<file path="config.mk">
export PLATFORM = sky130hd
export DESIGN_NAME = sg_prd_builder
export DESIGN_NICKNAME = d
export VERILOG_FILES = /design/src/rtl/sg_prd_pkg.sv /design/src/rtl/sg_chunk_calc.sv /design/src/rtl/sg_count_word.sv /design/src/rtl/sg_prd_builder.sv
export SDC_FILE = /design/constraint.sdc
export NUM_CORES = 1
export LEC_CHECK = 0
export BUFFER_PORTS_ARGS = -buffer_cell sky130_fd_sc_hd__buf_2
export CORE_AREA = 2 2 169 204
export DETAILED_ROUTE_END_ITERATION = 10
export DIE_AREA = 0 0 171 206
export HOLD_SLACK_MARGIN = 0.15
export PLACE_DENSITY = 0.49
export SYNTH_ARGS = -nofsm -noshare
export SYNTH_HDL_FRONTEND = slang
export SYNTH_SLANG_ARGS = --single-unit
</file>
<file path="constraint.sdc">
create_clock -name clk_i -period 15.1 [get_ports clk_i]
set_input_delay 2.265 -clock clk_i [delete_from_list [all_inputs] [get_ports clk_i]]
set_output_delay 2.265 -clock clk_i [all_outputs]
set_load 0.005 [all_outputs]
</file>
<file path="src/rtl/sg_prd_pkg.sv">
package sg_prd_pkg;
  typedef enum logic [2:0] {
    ST_IDLE,
    ST_RUN,
    ST_HALF,
    ST_FLUSH,
    ST_DRAIN
  } sg_state_e;

  localparam logic [16:0] WIN_BYTES  = 17'h1_0000;
  localparam logic [15:0] HALF_BYTES = 16'h8000;
  localparam int          EOT_BIT    = 31;
endpackage

</file>
<file path="src/rtl/sg_chunk_calc.sv">
module sg_chunk_calc
  import sg_prd_pkg::*;
(
  input  logic [31:0] addr_i,
  input  logic [31:0] len_i,
  output logic [16:0] bytes_o,
  output logic        full_o
);
  logic [16:0] room;

  always_comb begin
    room    = WIN_BYTES - {1'b0, addr_i[15:0]};
    bytes_o = (len_i < {15'd0, room}) ? len_i[16:0] : room;
    full_o  = bytes_o[16];
  end
endmodule

</file>
<file path="src/rtl/sg_count_word.sv">
module sg_count_word
  import sg_prd_pkg::*;
(
  input  logic        alt_i,
  input  logic [16:0] bytes_i,
  input  logic        half_i,
  output logic [31:0] word_o
);
  logic [15:0] words_m1;

  always_comb begin
    words_m1 = {1'b0, bytes_i[16:2]} - 16'd1;
    if (alt_i)       word_o = {words_m1, 16'h0000};
    else if (half_i) word_o = {16'h0000, HALF_BYTES};
    else             word_o = {16'h0000, bytes_i[15:0]};
  end
endmodule

</file>
<file path="src/rtl/sg_prd_builder.sv">
module sg_prd_builder
  import sg_prd_pkg::*;
#(
  parameter int MAX_ENTRIES = 256,
  localparam int IDX_W = (MAX_ENTRIES > 1) ? $clog2(MAX_ENTRIES) : 1,
  localparam int CNT_W = $clog2(MAX_ENTRIES + 1)
) (
  input  logic             clk_i,
  input  logic             rst_ni,
  input  logic             alt_mode_i,
  input  logic             seg_valid_i,
  output logic             seg_ready_o,
  input  logic [31:0]      seg_addr_i,
  input  logic [31:0]      seg_len_i,
  input  logic             seg_last_i,
  output logic             wr_en_o,
  output logic [IDX_W-1:0] wr_idx_o,
  output logic [31:0]      wr_addr_word_o,
  output logic [31:0]      wr_cnt_word_o,
  output logic             done_o,
  output logic             ok_o,
  output logic [CNT_W-1:0] count_o
);
  localparam logic [CNT_W-1:0] CAP = CNT_W'(MAX_ENTRIES);

  sg_state_e        state_q;
  logic [31:0]      cur_addr_q, cur_len_q;
  logic             last_q, alt_q;
  logic [CNT_W-1:0] cnt_q;
  logic [31:0]      pend_addr_q, pend_word_q;
  logic             done_q, ok_q;
  logic [CNT_W-1:0] count_q;

  logic [16:0] chunk_bytes;
  logic        chunk_full, split, table_full, gen;
  logic [31:0] new_word;

  sg_chunk_calc u_chunk (
    .addr_i (cur_addr_q),
    .len_i  (cur_len_q),
    .bytes_o(chunk_bytes),
    .full_o (chunk_full)
  );

  assign split = chunk_full && !alt_q;

  sg_count_word u_word (
    .alt_i  (alt_q),
    .bytes_i(chunk_bytes),
    .half_i (split),
    .word_o (new_word)
  );

  assign table_full = (cnt_q == CAP);
  assign gen = !table_full &&
               ((state_q == ST_RUN && cur_len_q != 32'd0) || state_q == ST_HALF);

  // the pending entry is written once its successor exists, or at flush with the end flag
  assign wr_en_o        = (cnt_q != '0) && (gen || state_q == ST_FLUSH);
  assign wr_idx_o       = IDX_W'(cnt_q - 1'b1);
  assign wr_addr_word_o = pend_addr_q;
  assign wr_cnt_word_o  = pend_word_q |
                          ((state_q == ST_FLUSH && !alt_q) ? (32'd1 << EOT_BIT) : 32'd0);
  assign seg_ready_o    = (state_q == ST_IDLE) || (state_q == ST_DRAIN);

  assign done_o  = done_q;
  assign ok_o    = ok_q;
  assign count_o = count_q;

  always_ff @(posedge clk_i or negedge rst_ni) begin
    if (!rst_ni) begin
      state_q     <= ST_IDLE;
      cur_addr_q  <= '0;
      cur_len_q   <= '0;
      last_q      <= 1'b0;
      alt_q       <= 1'b0;
      cnt_q       <= '0;
      pend_addr_q <= '0;
      pend_word_q <= '0;
      done_q      <= 1'b0;
      ok_q        <= 1'b0;
      count_q     <= '0;
    end else begin
      done_q <= 1'b0;
      unique case (state_q)
        ST_IDLE: begin
          if (seg_valid_i) begin
            cur_addr_q <= seg_addr_i;
            cur_len_q  <= seg_len_i;
            last_q     <= seg_last_i;
            alt_q      <= alt_mode_i;
            state_q    <= ST_RUN;
          end
        end
        ST_RUN: begin
          if (cur_len_q == 32'd0) begin
            state_q <= last_q ? ST_FLUSH : ST_IDLE;
          end else if (table_full) begin
            cnt_q <= '0;
            if (last_q) begin
              done_q  <= 1'b1;
              ok_q    <= 1'b0;
              count_q <= '0;
              state_q <= ST_IDLE;
            end else begin
              state_q <= ST_DRAIN;
            end
          end else begin
            pend_addr_q <= cur_addr_q;
            pend_word_q <= new_word;
            cnt_q       <= cnt_q + 1'b1;
            if (split) begin
              state_q <= ST_HALF;
            end else begin
              cur_addr_q <= cur_addr_q + {15'd0, chunk_bytes};
              cur_len_q  <= cur_len_q - {15'd0, chunk_bytes};
            end
          end
        end
        ST_HALF: begin
          if (table_full) begin
            cnt_q <= '0;
            if (last_q) begin
              done_q  <= 1'b1;
              ok_q    <= 1'b0;
              count_q <= '0;
              state_q <= ST_IDLE;
            end else begin
              state_q <= ST_DRAIN;
            end
          end else begin
            pend_addr_q <= cur_addr_q + {16'd0, HALF_BYTES};
            pend_word_q <= {16'd0, HALF_BYTES};
            cnt_q       <= cnt_q + 1'b1;
            cur_addr_q  <= cur_addr_q + {15'd0, WIN_BYTES};
            cur_len_q   <= cur_len_q - {15'd0, WIN_BYTES};
            state_q     <= ST_RUN;
          end
        end
        ST_FLUSH: begin
          done_q  <= 1'b1;
          ok_q    <= (cnt_q != '0);
          count_q <= cnt_q;
          cnt_q   <= '0;
          state_q <= ST_IDLE;
        end
        ST_DRAIN: begin
          if (seg_valid_i && seg_last_i) begin
            done_q  <= 1'b1;
            ok_q    <= 1'b0;
            count_q <= '0;
            state_q <= ST_IDLE;
          end
        end
        default: state_q <= ST_IDLE;
      endcase
    end
  end
endmodule

</file>
# Word level (Yosys, flattened, before mapping)
# Cells that the tools add are included.
word_totals:
  reg_bits: 153
  out_inout_bits: 85
classes:
  addsub: 9
  order_cmp: 1
  eq_ne: 12
  mux: 51
  bitwise_logic: 1
  n_reduce_logical: 25
ops:
  columns: ["op", "n"]
  rows:
  - ["32-bit 2-to-1 mux", 18]
  - ["32-bit one-hot mux with 3 select lines", 2]
  - ["32-bit one-hot mux with 2 select lines", 2]
  - ["9-bit 2-to-1 mux", 6]
  - ["9-bit one-hot mux with 4 select lines", 1]
  - ["32-bit by 16-bit adder with 32-bit output, second input constant", 1]
  - ["32-bit by 17-bit adder with 32-bit output", 1]
  - ["32-bit by 17-bit adder with 32-bit output, second input constant", 1]
  - ["32-bit logical NOT", 1]
  - ["32-bit by 17-bit < comparator with 1-bit output", 1]
  - ["32-bit bitwise OR", 1]
  - ["32-bit nonzero test", 1]
  - ["32-bit by 17-bit subtractor with 32-bit output", 1]
  - ["32-bit by 17-bit subtractor with 32-bit output, second input constant", 1]
  - ["9-bit one-hot mux with 3 select lines", 1]
  - ["3-bit 2-to-1 mux", 7]
  - ["17-bit 2-to-1 mux", 1]
  - ["17-bit by 16-bit subtractor with 17-bit output, first input constant", 1]
  - ["16-bit 2-to-1 mux", 1]
  - ["15-bit by 1-bit subtractor with 16-bit output, second input constant", 1]
  - ["3-bit one-hot mux with 4 select lines", 1]
  - ["2-bit inequality test, second input constant", 5]
  - ["9-bit by 1-bit adder with 9-bit output, second input constant", 1]
  - ["9-bit equality test, second input constant", 1]
  - ["other kinds (21)", 41]

# Longest topological paths before layout
# Gate-level depths: netlist (run 1).
depth:
  ltp_word: 9
  mapped_depth: 32
  ltp_nobuf: 29

# Cells and area by module
# A second synthesis (run 1) with hierarchy kept.
unflattened:
  cells_unflattened: 1461
  hier_area_um2: 11713.7
by_module_without_submodules:
  columns: ["mod", "instances", "cells_each", "area_each_um2", "seq_area_each_um2"]
  rows:
  - ["sg_prd_builder", 1, 1264, 10303.6, 3828.7]
  - ["sg_chunk_calc", 1, 119, 939.7, 0.0]
  - ["sg_count_word", 1, 78, 470.5, 0.0]

# Least setup slack after synthesis (run 1)
# OpenSTA, ideal clock, no wires.
synth_path:
  path_type: "flip-flop to flip-flop"
  from: "register cur_addr_q[4]"
  to: "register cur_addr_q[27]"
  setup_time_ns: 0.124
  arrival_time_ns: 7.109
  required_time_ns: 14.976
  path_slack_ns: 7.867
  stages_incl_launch_ff: 30
  period_less_slack_ns: 7.233
  path_cell_list: "dfrtp_1 or4_1 nor3_2 nand3b_1 nor3_2 xor2_1 buf_2 ha_1 nand4_1 or3_1 or2_2 a31o_1 buf_2 nand2_1 clkbuf_1 clkbuf_1 mux2i_1 inv_1 ha_1 a21o_1 a211oi_1 o21ai_1 a21oi_1 a31oi_2 a211oi_2 o21ai_1 a311o_2 nand3_2 nor4_1 a211o_1"
synth_between:
  elab_chain_len: 8
  elab_cells_between_ends: 13
  cone_classes: "3 x add/sub; 1 x order compare; 1 x eq/ne; 6 x mux; 2 x reduce/logical"
synth_rtl:
  columns: ["element", "line", "text"]
  rows:
  - ["start: declaration", "sg_prd_builder.sv:27", "logic [31:0] cur_addr_q, cur_len_q;"]
  - ["start signal: assignment", "sg_prd_builder.sv:88", "cur_addr_q <= seg_addr_i;"]
  - ["start signal: assignment", "sg_prd_builder.sv:115", "cur_addr_q <= cur_addr_q + {15'd0, chunk_bytes};"]
  - ["start signal: assignment", "sg_prd_builder.sv:135", "cur_addr_q <= cur_addr_q + {15'd0, WIN_BYTES};"]
  - ["17-bit by 16-bit subtractor with 17-bit output", "sg_chunk_calc.sv:12", "room = WIN_BYTES - {1'b0, addr_i[15:0]};"]
  - ["32-bit by 17-bit < comparator with 1-bit output", "sg_chunk_calc.sv:13", "bytes_o = (len_i < {15'd0, room}) ? len_i[16:0] : room;"]
  - ["17-bit 2-to-1 mux", "sg_chunk_calc.sv:13", null]
  - ["32-bit by 17-bit adder with 32-bit output", "sg_prd_builder.sv:115", null]
  - ["32-bit 2-to-1 mux", "sg_prd_builder.sv:112", "if (split) begin"]
  - ["32-bit 2-to-1 mux", "sg_prd_builder.sv:98", "end else if (table_full) begin"]
  - ["32-bit 2-to-1 mux", "sg_prd_builder.sv:96", "if (cur_len_q == 32'd0) begin"]
  - ["32-bit one-hot mux with 3 select lines", "sg_prd_builder.sv:85", "unique case (state_q)"]
# Parallel ways exist; a longest one is shown, timed or not. The select of a mux whose other input is x is not followed.
# A chain may end at the register's enable or synchronous reset.

# Worst setup path after layout (run 1)
layout_path:
  from: "register cur_addr_q[2]"
  to: "register cur_len_q[19]"
layout_between:
  elab_chain_len: 8
  elab_cells_between_ends: 11
  cone_classes: "2 x add/sub; 1 x order compare; 1 x eq/ne; 5 x mux; 2 x reduce/logical"
layout_rtl:
  columns: ["element", "line", "text"]
  rows:
  - ["17-bit by 16-bit subtractor with 17-bit output *", "sg_chunk_calc.sv:12", null]
  - ["32-bit by 17-bit < comparator with 1-bit output", "sg_chunk_calc.sv:13", null]
  - ["17-bit 2-to-1 mux *", "sg_chunk_calc.sv:13", null]
  - ["32-bit by 17-bit subtractor with 32-bit output", "sg_prd_builder.sv:116", "cur_len_q <= cur_len_q - {15'd0, chunk_bytes};"]
  - ["32-bit 2-to-1 mux", "sg_prd_builder.sv:112", null]
  - ["32-bit 2-to-1 mux", "sg_prd_builder.sv:98", null]
  - ["32-bit 2-to-1 mux", "sg_prd_builder.sv:96", null]
  - ["32-bit one-hot mux with 3 select lines", "sg_prd_builder.sv:85", null]
  - ["end signal: assignment", "sg_prd_builder.sv:89", "cur_len_q <= seg_len_i;"]
  - ["end signal: assignment", "sg_prd_builder.sv:116", null]
  - ["end signal: assignment", "sg_prd_builder.sv:136", "cur_len_q <= cur_len_q - {15'd0, WIN_BYTES};"]
  - ["end: declaration", "sg_prd_builder.sv:27", null]
# Mark *: on every way between the ends. The rest lies on a longest branch, timed or not. The select of a mux whose other input is x is not followed.

==> reports/results.tsv, run 1 <==
metric	value	unit
run_status	finished clean	
number_of_instances_resized_during_post_cts_repair	0	
skew	0.0160	ns
cts.sink_count	153	
cts_made_buffers	17	
placedInstanceArea	0.0124	sq mm
largest_family_of_logic_cells_by_synthesized_area	compound AO/OA/AOI/OAI gates	
wire_length_of_the_first_global_routing_pass	59800	microns
finalWeightedCongestion	0.873	
fp.dieArea	0.0352	sq mm
synthesis.area_per_instance	7.95	sq um
cts.reportedPaths.clkPinSlew	0.07	ns
fin_nets	1643	
clock.fmax	128	MHz
hold_path_depth	2	
slew-limit-headroom	32.5	%
design_area	0.0130	sq mm
cap_violations	0	
yosys_warnings	0	
detailedPlacementHpwl	27600	microns
io-pin-count	154	
cp_max_fo	17	
setup_viol_count_final	0	
die-height	206	microns
critPathCaptureType	flip-flop	
synth-edff-count	0	
synth_compound_area_share	22.5	%
post_synthesis_sequential_area_ratio	33.2	%
startpoint_type	flip-flop	
hold_buffers	0	
report.final.hold_viol_count	0	
startpoint_of_the_worst_hold_path	wr_addr_word_o[17]	
cts-htree-levels	4	
hold-worst-slack	0.468	ns
crit_end	cur_len_q[19]	
insertedDiodeCount	0	
ant_nets	0	
floorplan.initialDensity	34.4	%
final-max-slew-violation-count	0	
synth-simple-area-share	21.1	%
grt_antenna_before_repair	0	
tritoncts	built	
worst_path_required_time	15.40	ns
syn-cell-area	0.0115	sq mm
synth_adder_area_share	6.53	%
rsz0062_at_grt	false	
grt_max_degree	88	
placement_rows	74	
clock_path_buffers	2	
r2r_setup_slack	7.32	ns
timing.rr.end	cur_len_q[19]	
coreArea	0.0335	sq mm
fin_util	38.7	%
worstReg2RegStart	cur_addr_q[2]	
buffer_ports.inserted	153	
final.setup.tns	0	ns
leakagePower	5.88	nW
cts.repair_timing.setup_buffer_count	0	
synthCells	1450	
vias_per_cell	5.38	
top_cell_type_by_total_area_after_synthesis	dfrtp_1	
yosysTopAreaCellShare	33.2	%
drt-wirelength-per-cell	19.2	microns
drc	0	
yosys-top-cells-area	dfrtp_1 (33%), nand2_1 (7.7%), o21ai_0 (6.7%), ha_1 (6.2%), xnor2_1 (4.6%)	
synthesized_area_fraction_occupied_by_xor_and_xnor_cells	7.98	%
p_total	3.50	mW
num_vias	10669	
clock-root-buffer	clkbuf_16	
final_period_minus_worst_setup_slack	7.78	ns
layout_worst_path_cycle_share	51.5	%
dominantRegCellSynth	dfrtp_1	
holdCritPathClass	reg -> reg	
grt_pass1_vias	10507	
timing.reg2reg.worst_path_depth	25	
drt-pass1-iter-count	5	
crit_path_category	reg -> reg	
ys_types	82	
power_density	270	mW/mm^2
ys_async_sr_fraction	100	%
worst_ir_drop_vdd	0.000119	V
tightest_slew	1.01	ns
leading_cell_type_by_number_of_instances_after_synthesis	nand2_1	
clock_latency	0.45	ns
grt_util_all_layers	21.9	%
crit_arrival	8.08	ns
yosys_register_bits	153	
start_point_of_the_critical_path	cur_addr_q[2]	
portion_of_netlist_area_occupied_by_mux_cells	2.14	%
total_overflow_reported_by_the_global_router	0	
synth_nets	1578	
drt_iter0_markers	778	
post_route_cells_drive_above_1_share	15.8	%
area_delta_synth_final	12.4	%
die_w	171	microns
drt_wl_total	38100	microns
synth.cells.most_frequent	nand2_1 (235), o21ai_0 (154), dfrtp_1 (153), nor2_1 (115), a21oi_1 (87)	
==> metal layers <==
| metal | GRT usage, % | vias to the layer above | share of wire (%) |
|---|---|---|---|
| li1 | - | 5207 | - |
| met1 | 27.6 | 5136 | 43 |
| met2 | 39.0 | 283 | 51 |
| met3 | 2.91 | 43 | 4.1 |
| met4 | 6.42 | 0 | 1.9 |
| met5 | 0 | - | 0 |
==> final cells by class <==
type                    count  area [sq um]
multi-input cells        1129          6960
inverters                  48           180
clock buffers              17           425
repair buffers            166           870
flip-flops and latches    153          3830
clock inverters            14           116
fillers                  3549         20600
well taps                 456           571
==> worst min-delay path by stage <==
stage,end,slack [ns]
detailed placement,wr_addr_word_o[17],0.46
finish,wr_addr_word_o[17],0.47
global route,pend_word_q[31],0.50
floorplan,pend_word_q[31],0.44
global placement,wr_addr_word_o[24],0.46
CTS,wr_addr_word_o[17],0.47
==> flip-flops by register name, indices dropped and copies added (netlist names) <==
register / count
pend_word_q: 32
cnt_q: 9
wr_addr_word_o: 32
count_o: 9
alt_q: 1
done_o: 1
cur_len_q: 32
last_q: 1
state_q: 3
ok_o: 1
cur_addr_q: 32
==> cells in the final DEF, fill, tap and decap left out, types with 13 or more instances in the layout <==
cell	instances
nand2_1	233
o21ai_0	154
dfrtp_1	153
buf_2	152
nor2_1	113
a21oi_1	87
xnor2_1	60
ha_1	57
inv_1	47
xor2_1	45
nand3_1	34
nor3_1	30
a21o_1	21
mux2i_1	19
clkbuf_16	17
a31oi_1	16
and3_1	15
nor4_1	13
or3_1	13
buf_4	13
==> power breakdown <==
group | switching, mW | total (mW) | internal, mW
Sequential | 0.276 | 0.870 | 0.593
Combinational | 1.33 | 2.21 | 0.874
Clock | 0.207 | 0.421 | 0.214
==> logic make-up (layout without fill, tap and decap cells) <==
logic type      after synthesis  after routing
fa+ha+maj                    59             59
mux                          24             24
xor+xnor                    105            105
flops                       153            153
compound gates              416            416
simple gates                525            525
buf+inv                     168            245
==> stage by stage <==
step / cells / setup slack (ns)
4_1_cts: 1983 / 7.32
5_1_grt: 1983 / 6.79
2_1_floorplan: 1450 / 7.87
6_report: 1983 / 7.32
3_5_place_dp: 1952 / 7.34
3_3_place_gp: 1952 / 7.47
==> worst max-delay path, cell delays in order, from the launching register on <==
cell,delay [ns]
dfrtp_1,0.53
or4_1,0.60
nor3_2,0.32
nand3b_1,0.18
nor3_2,0.15
xor2_1,0.08
buf_4,0.21
ha_1,0.32
nand4_1,0.14
or3_1,0.41
or2_2,0.33
a31o_1,0.30
nand2_1,0.43
buf_4,0.33
a21o_1,0.28
inv_1,0.14
ha_1,0.37
nand4_1,0.17
or3_1,0.41
a31oi_1,0.46
o21ai_1,0.16
a211o_1,0.29
nand3_1,0.35
nor2_1,0.20
a221oi_1,0.32
o22ai_1,0.12
No activity file was read; power rests on OpenSTA's default activity.
==> inputs of run 2 (changes only) <==
- PLACE_DENSITY: 0.49 -> 0.51
- clock period: 15.1 -> 7.1 ns (I/O delays scaled with it)
==> run 2 against run 1 <==
Count of clock-buffer cells in the layout grew 1. Highest routed layer is now met5. Clock skew barely moved. Die area is the same. Hold slack improved by 0.0045 ns. Global-route usage is essentially flat. Setup slack lost 7.0 ns. Critical path depth increased by 1. Register-to-register slack got worse by 7.0 ns. Critical path type unchanged. Combinational power up 120%. Largest power group unchanged. Maximum frequency is 15% higher. Power is 120% higher.
==> reports/results.tsv, run 2 (synthesis results as in run 1) <==
metric	value	unit	change
final-max-slew-violation-count	0		unchanged
layout.cells.most_common_list	nand2_1 (232), dfrtp_1 (153), o21ai_0 (152), buf_2 (152), nor2_1 (113)		
buffer_ports.inserted	153		unchanged
clock_latency	0.44	ns	about the same
report.final.hold_viol_count	0		unchanged
skew	0.0158	ns	-0.000235 ns
placement_rows	74		unchanged
layout_worst_path_cycle_share	95.2	%	+44 points
startpoint_type	flip-flop		
rsz0062_at_grt	false		
drt_wl_total	38000	microns	-0.42%
worst_ir_drop_vdd	0.000222	V	+87%
cts-htree-levels	4		unchanged
final.setup.tns	0	ns	unchanged
critPathCaptureType	flip-flop		
crit_path_category	reg -> reg		
fin_nets	1668		+1.5%
clock-root-buffer	clkbuf_16		
start_point_of_the_critical_path	cur_addr_q[5]		
cap_violations	0		unchanged
wire_length_of_the_first_global_routing_pass	59900	microns	about the same
drt_iter0_markers	852		+9.5%
num_vias	10760		+0.85%
grt_antenna_before_repair	1		+1
vias_per_cell	5.36		-0.45%
final_period_minus_worst_setup_slack	6.76	ns	-1.03 ns
finalWeightedCongestion	0.943		+8.0%
clock.fmax	148	MHz	+15%
worst_path_required_time	7.46	ns	-7.94 ns
cp_max_fo	9		-8
clock_path_buffers	2		unchanged
layout_commonest_cell	nand2_1		
fp.dieArea	0.0352	sq mm	unchanged
placed_cells	1977		+1.3%
detailedPlacementHpwl	28300	microns	+2.4%
coreArea	0.0335	sq mm	unchanged
power_density	580	mW/mm^2	+110%
run_status	finished clean		
timing.reg2reg.worst_path_depth	26		+4.0%
grt_max_degree	60		-32%
tightest_slew	1.04	ns	+0.0312 ns
timing.rr.end	cur_addr_q[24]		
drt-pass1-iter-count	6		+1
leakagePower	6.05	nW	+2.8%
total_overflow_reported_by_the_global_router	0		unchanged
r2r_setup_slack	0.34	ns	-6.97 ns
finalNonFillerCells	2009		+1.3%
area_delta_synth_final	14.9	%	
use_met1	27.8	%	+0.23 points
drt-wirelength-per-cell	18.9	microns	-1.7%
holdCritPathClass	reg -> reg		
grt_pass1_vias	10649		+1.4%
crit_arrival	7.12	ns	-0.96 ns
ant_nets	0		unchanged
floorplan.initialDensity	34.4	%	unchanged
slew-limit-headroom	30.4	%	-2.1 points
cts.sink_count	153		unchanged
global_route_met2_utilization	37.9	%	-1.0 points
worstReg2RegStart	cur_addr_q[5]		
cts.reportedPaths.clkPinSlew	0.08	ns	about the same
grt_util_all_layers	22.0	%	+0.035 points
cts_made_buffers	17		unchanged
setup_viol_count_final	0		unchanged
tritoncts	built		
drc	0		unchanged
cts.repair_timing.setup_buffer_count	0		unchanged
crit_end	cur_addr_q[24]		
met3_usage	3.03	%	+0.11 points
post_route_cells_drive_above_1_share	17.6	%	+1.8 points
io-pin-count	154		unchanged
die_w	171	microns	unchanged
global_route.peak_usage_layer	met2		
insertedDiodeCount	0		unchanged
die-height	206	microns	unchanged
[run 2: cell count changes in the layout (fill, tap and decap cells not counted), moves of 2 or more]
cell	delta
buf_4	+25
bufinv_16	+3
clkinvlp_4	-2
inv_6	-2
o21ai_0	-2
o21ai_1	+2
[run 2: through the flow]
stage	setup WS [ns]	power [mW]	instance area (sq um)	hold slack (ns)	util, %
2_1_floorplan	0.0828	5.20	11500	0.437	-
3_3_place_gp	0.391	6.64	12600	0.457	37.6
3_5_place_dp	0.256	6.66	12600	0.457	37.6
4_1_cts	0.219	7.71	13200	0.473	39.5
5_1_grt	0.0269	8.40	13200	0.496	39.5
6_report	0.344	7.68	13200	0.472	39.5
[run 2: power by group]
part	switching (mW)	internal (mW)	total [mW]
Combinational	2.90	1.95	4.86
Sequential	0.559	1.26	1.82
Clock	0.429	0.573	1.00
[run 2: worst min path at each step]
stage	slack, ns	startpoint	depth (start not counted)	to
2_1_floorplan	0.44	pend_word_q[31]	2	pend_word_q[31]
3_3_place_gp	0.46	wr_addr_word_o[28]	2	wr_addr_word_o[28]
3_5_place_dp	0.46	wr_addr_word_o[12]	2	wr_addr_word_o[12]
4_1_cts	0.47	wr_addr_word_o[12]	2	wr_addr_word_o[12]
5_1_grt	0.50	wr_addr_word_o[20]	2	wr_addr_word_o[20]
6_report	0.47	wr_addr_word_o[22]	2	wr_addr_word_o[22]
[run 2: layout make-up]
class / count / area, sq um
Fill cell: 3588 / 20300
Multi-Input combinational cell: 1129 / 6990
Sequential cell: 153 / 3830
Timing Repair Buffer: 191 / 1060
Tap cell: 456 / 571
Clock buffer: 18 / 439
Clock inverter: 14 / 185
Inverter: 48 / 180
[run 2: metal layers]
layer,wire length [microns],up-vias
met2,18800,292
met5,13,-
met1,16400,5129
met3,1630,58
met4,1130,2
li1,-,5279
[run 2: worst max-delay path, stage by stage (launching register included)]
cell and delay [ns]:
dfrtp_1 0.47, or4_1 0.62, nor3_2 0.35, nand3b_1 0.20, xor2_1 0.22, inv_1 0.07, ha_1 0.30, a21o_1 0.17
a21o_1 0.18, a2111oi_2 0.50, a31oi_1 0.18, nor2_1 0.31, buf_4 0.23, nor2_1 0.05, a21oi_1 0.16, buf_4 0.17
inv_1 0.06, ha_1 0.37, nand2_1 0.12, nor2_1 0.24, a21oi_1 0.11, or4_4 0.54, a21boi_2 0.24, o2111a_2 0.31
nand2_2 0.09, o31a_1 0.30, o21ai_1 0.11
[run 2: repair_timing]
action                                 in CTS  in global routing
hold buffers                                0                  0
setup endpoints to repair                   0                 23
resized for setup                           0                  8
endpoints found under the hold margin       0                  0
==> inputs of run 3 (changes only) <==
- CORE_AREA: 2 2 169 204 -> 2 2 166 208
- DIE_AREA: 0 0 171 206 -> 0 0 168 210
- PLACE_DENSITY: 0.51 -> 0.5
- SKIP_LAST_GASP: unset -> 1
==> run 3 against run 2 <==
Maximum frequency grew 2.3%. Count of clock-buffer cells in the layout is 3 higher. Die area up 0.15%. Global-route usage down 0.32 points. Cell count fell by 1.8%. Utilization is essentially flat. Sequential power hardly changed. Critical path type unchanged.
==> reports/results.tsv, run 3 (synthesis results as in run 1) <==
metric	value	unit	change
run_status	finished clean		
final-max-slew-violation-count	0		unchanged
fill_count	3492		-2.7%
worst_path_required_time	7.43	ns	-0.03 ns
cp_max_fo	14		+5
area_delta_synth_final	14.2	%	
cpPeakStageDelay	0.60	ns	-0.02 ns
cap_violations	0		unchanged
wire_length_of_the_first_global_routing_pass	59900	microns	about the same
report.final.hold_viol_count	0		unchanged
tritoncts	built		
num_vias	10698		-0.58%
worst_ir_drop_vdd	0.000236	V	+6.5%
multi_input_comb_area	0.00700	sq mm	+0.16%
ant_nets	0		unchanged
grt_antenna_before_repair	0		-1
skew	0.0156	ns	-0.000169 ns
tightest_slew	1.11	ns	+0.0709 ns
drc	0		unchanged
crit_arrival	6.93	ns	-0.19 ns
drt_wl_total	37600	microns	-0.87%
placed_cells	1941		-1.8%
critPathCaptureType	flip-flop		
vias_per_cell	5.42		+1.3%
power_density	578	mW/mm^2	-0.28%
layout_worst_path_cycle_share	93.0	%	-2.2 points
holdCritPathClass	reg -> reg		
die-height	210	microns	+1.9%
drt-wirelength-per-cell	19.1	microns	+0.99%
clock_path_buffers	2		unchanged
timing.reg2reg.worst_path_depth	26		unchanged
crit_slowest_cell	or4_4		
finalWeightedCongestion	0.899		-4.6%
placement_rows	75		+1.4%
coreArea	0.0333	sq mm	-0.61%
total_overflow_reported_by_the_global_router	0		unchanged
cts-htree-levels	4		unchanged
slew-limit-headroom	25.7	%	-4.8 points
worstReg2RegStart	cur_addr_q[4]		
critical-path-top-delay-family	compound AO/OA/AOI/OAI gates		
setup_viol_count_final	0		unchanged
io-pin-count	154		unchanged
layout.cells.most_common_list	nand2_1 (233), o21ai_0 (153), dfrtp_1 (153), buf_2 (152), nor2_1 (113)		
timing.rr.end	cur_addr_q[27]		
clock_latency	0.44	ns	about the same
layout_commonest_cell	nand2_1		
fp.dieArea	0.0353	sq mm	+0.15%
final_period_minus_worst_setup_slack	6.60	ns	-0.154 ns
finalNonFillerCells	1972		-1.8%
clock-root-buffer	clkbuf_16		
cp.buffers_inverters	2		-2
cts_made_buffers	17		unchanged
fin_util	39.5	%	about the same
crit_end	cur_addr_q[27]		
cts.sink_count	153		unchanged
cp_depth	26		unchanged
post-place-ws	0.400	ns	+0.144 ns
die_w	168	microns	-1.8%
post_route_cells_drive_above_1_share	17.0	%	-0.60 points
buffer_ports.inserted	153		unchanged
drt_iter0_markers	715		-16%
floorplan.initialDensity	34.6	%	+0.21 points
insertedDiodeCount	0		unchanged
grt_max_degree	55		-8.3%
detailedPlacementHpwl	27300	microns	-3.3%
final.setup.tns	0	ns	unchanged
register_area	0.00383	sq mm	unchanged
r2r_setup_slack	0.50	ns	+0.15 ns
start_point_of_the_critical_path	cur_addr_q[4]		
design_area	0.0132	sq mm	-0.61%
rsz0062_at_grt	false		
drt-pass1-iter-count	5		-1
startpoint_type	flip-flop		
hold_buffers	0		unchanged
grt_util_all_layers	21.6	%	-0.32 points
cts.reportedPaths.clkPinSlew	0.07	ns	about the same
smallest_setup_slack_after_layout	0.498	ns	+0.154 ns
clock.fmax	151	MHz	+2.3%
grt_pass1_vias	10607		-0.39%
leakagePower	6.02	nW	-0.45%
fin_nets	1665		-0.18%
crit_path_category	reg -> reg		
placedInstanceArea	0.0125	sq mm	-0.51%
## run 3: worst min-delay path by stage
stage | start | end | slack, ns | cells after the start
after floorplan | pend_word_q[31] | pend_word_q[31] | 0.44 | 2
after global placement | wr_addr_word_o[26] | wr_addr_word_o[26] | 0.46 | 2
after detailed placement | wr_addr_word_o[2] | wr_addr_word_o[2] | 0.46 | 2
after CTS | wr_addr_word_o[2] | wr_addr_word_o[2] | 0.48 | 2
after global routing | wr_addr_word_o[13] | wr_addr_word_o[13] | 0.50 | 2
final | wr_addr_word_o[2] | wr_addr_word_o[2] | 0.47 | 2
## run 3: stage by stage
stage / hold WS, ns / total power, mW
finish: 0.470 / 7.61
global placement: 0.457 / 6.57
global route: 0.496 / 8.34
floorplan: 0.437 / 5.20
detailed placement: 0.458 / 6.58
CTS: 0.475 / 7.61
## run 3: power breakdown
group	internal, mW	switching, mW
combinational	1.94	2.90
sequential	1.26	0.541
clock	0.563	0.408
total	3.76	3.85
## run 3: timing repair
item | in CTS | in global routing
setup endpoints to repair | 0 | 16
buffers inserted | 0 | 0
resized for setup | 0 | 7
## run 3: tightest hold or removal path, delay by kind of cell (launching register included)
kind             cells  cell delay [ns]
flip-flops           1             0.33
AND/OR/NAND/NOR      2             0.11
## run 3: final cells by class
cell class / instances / area share (%)
clock buffer: 21 / 3.42
clock inverter: 10 / 1.10
inverter: 48 / 1.37
multi-input combinational: 1129 / 53.2
sequential: 153 / 29.1
tap: 423 / 4.02
timing repair buffer: 188 / 7.86
## run 3: per-layer routing
layer / part of all wire (%) / vias up / global-route usage, % / wire (microns)
li1: - / 5257 / - / -
met1: 44 / 5115 / 27.8 / 16500
met2: 50 / 277 / 37.6 / 18700
met3: 4.0 / 49 / 2.99 / 1500
met4: 2.4 / 0 / 7.02 / 903
met5: 0 / - / 0 / 0
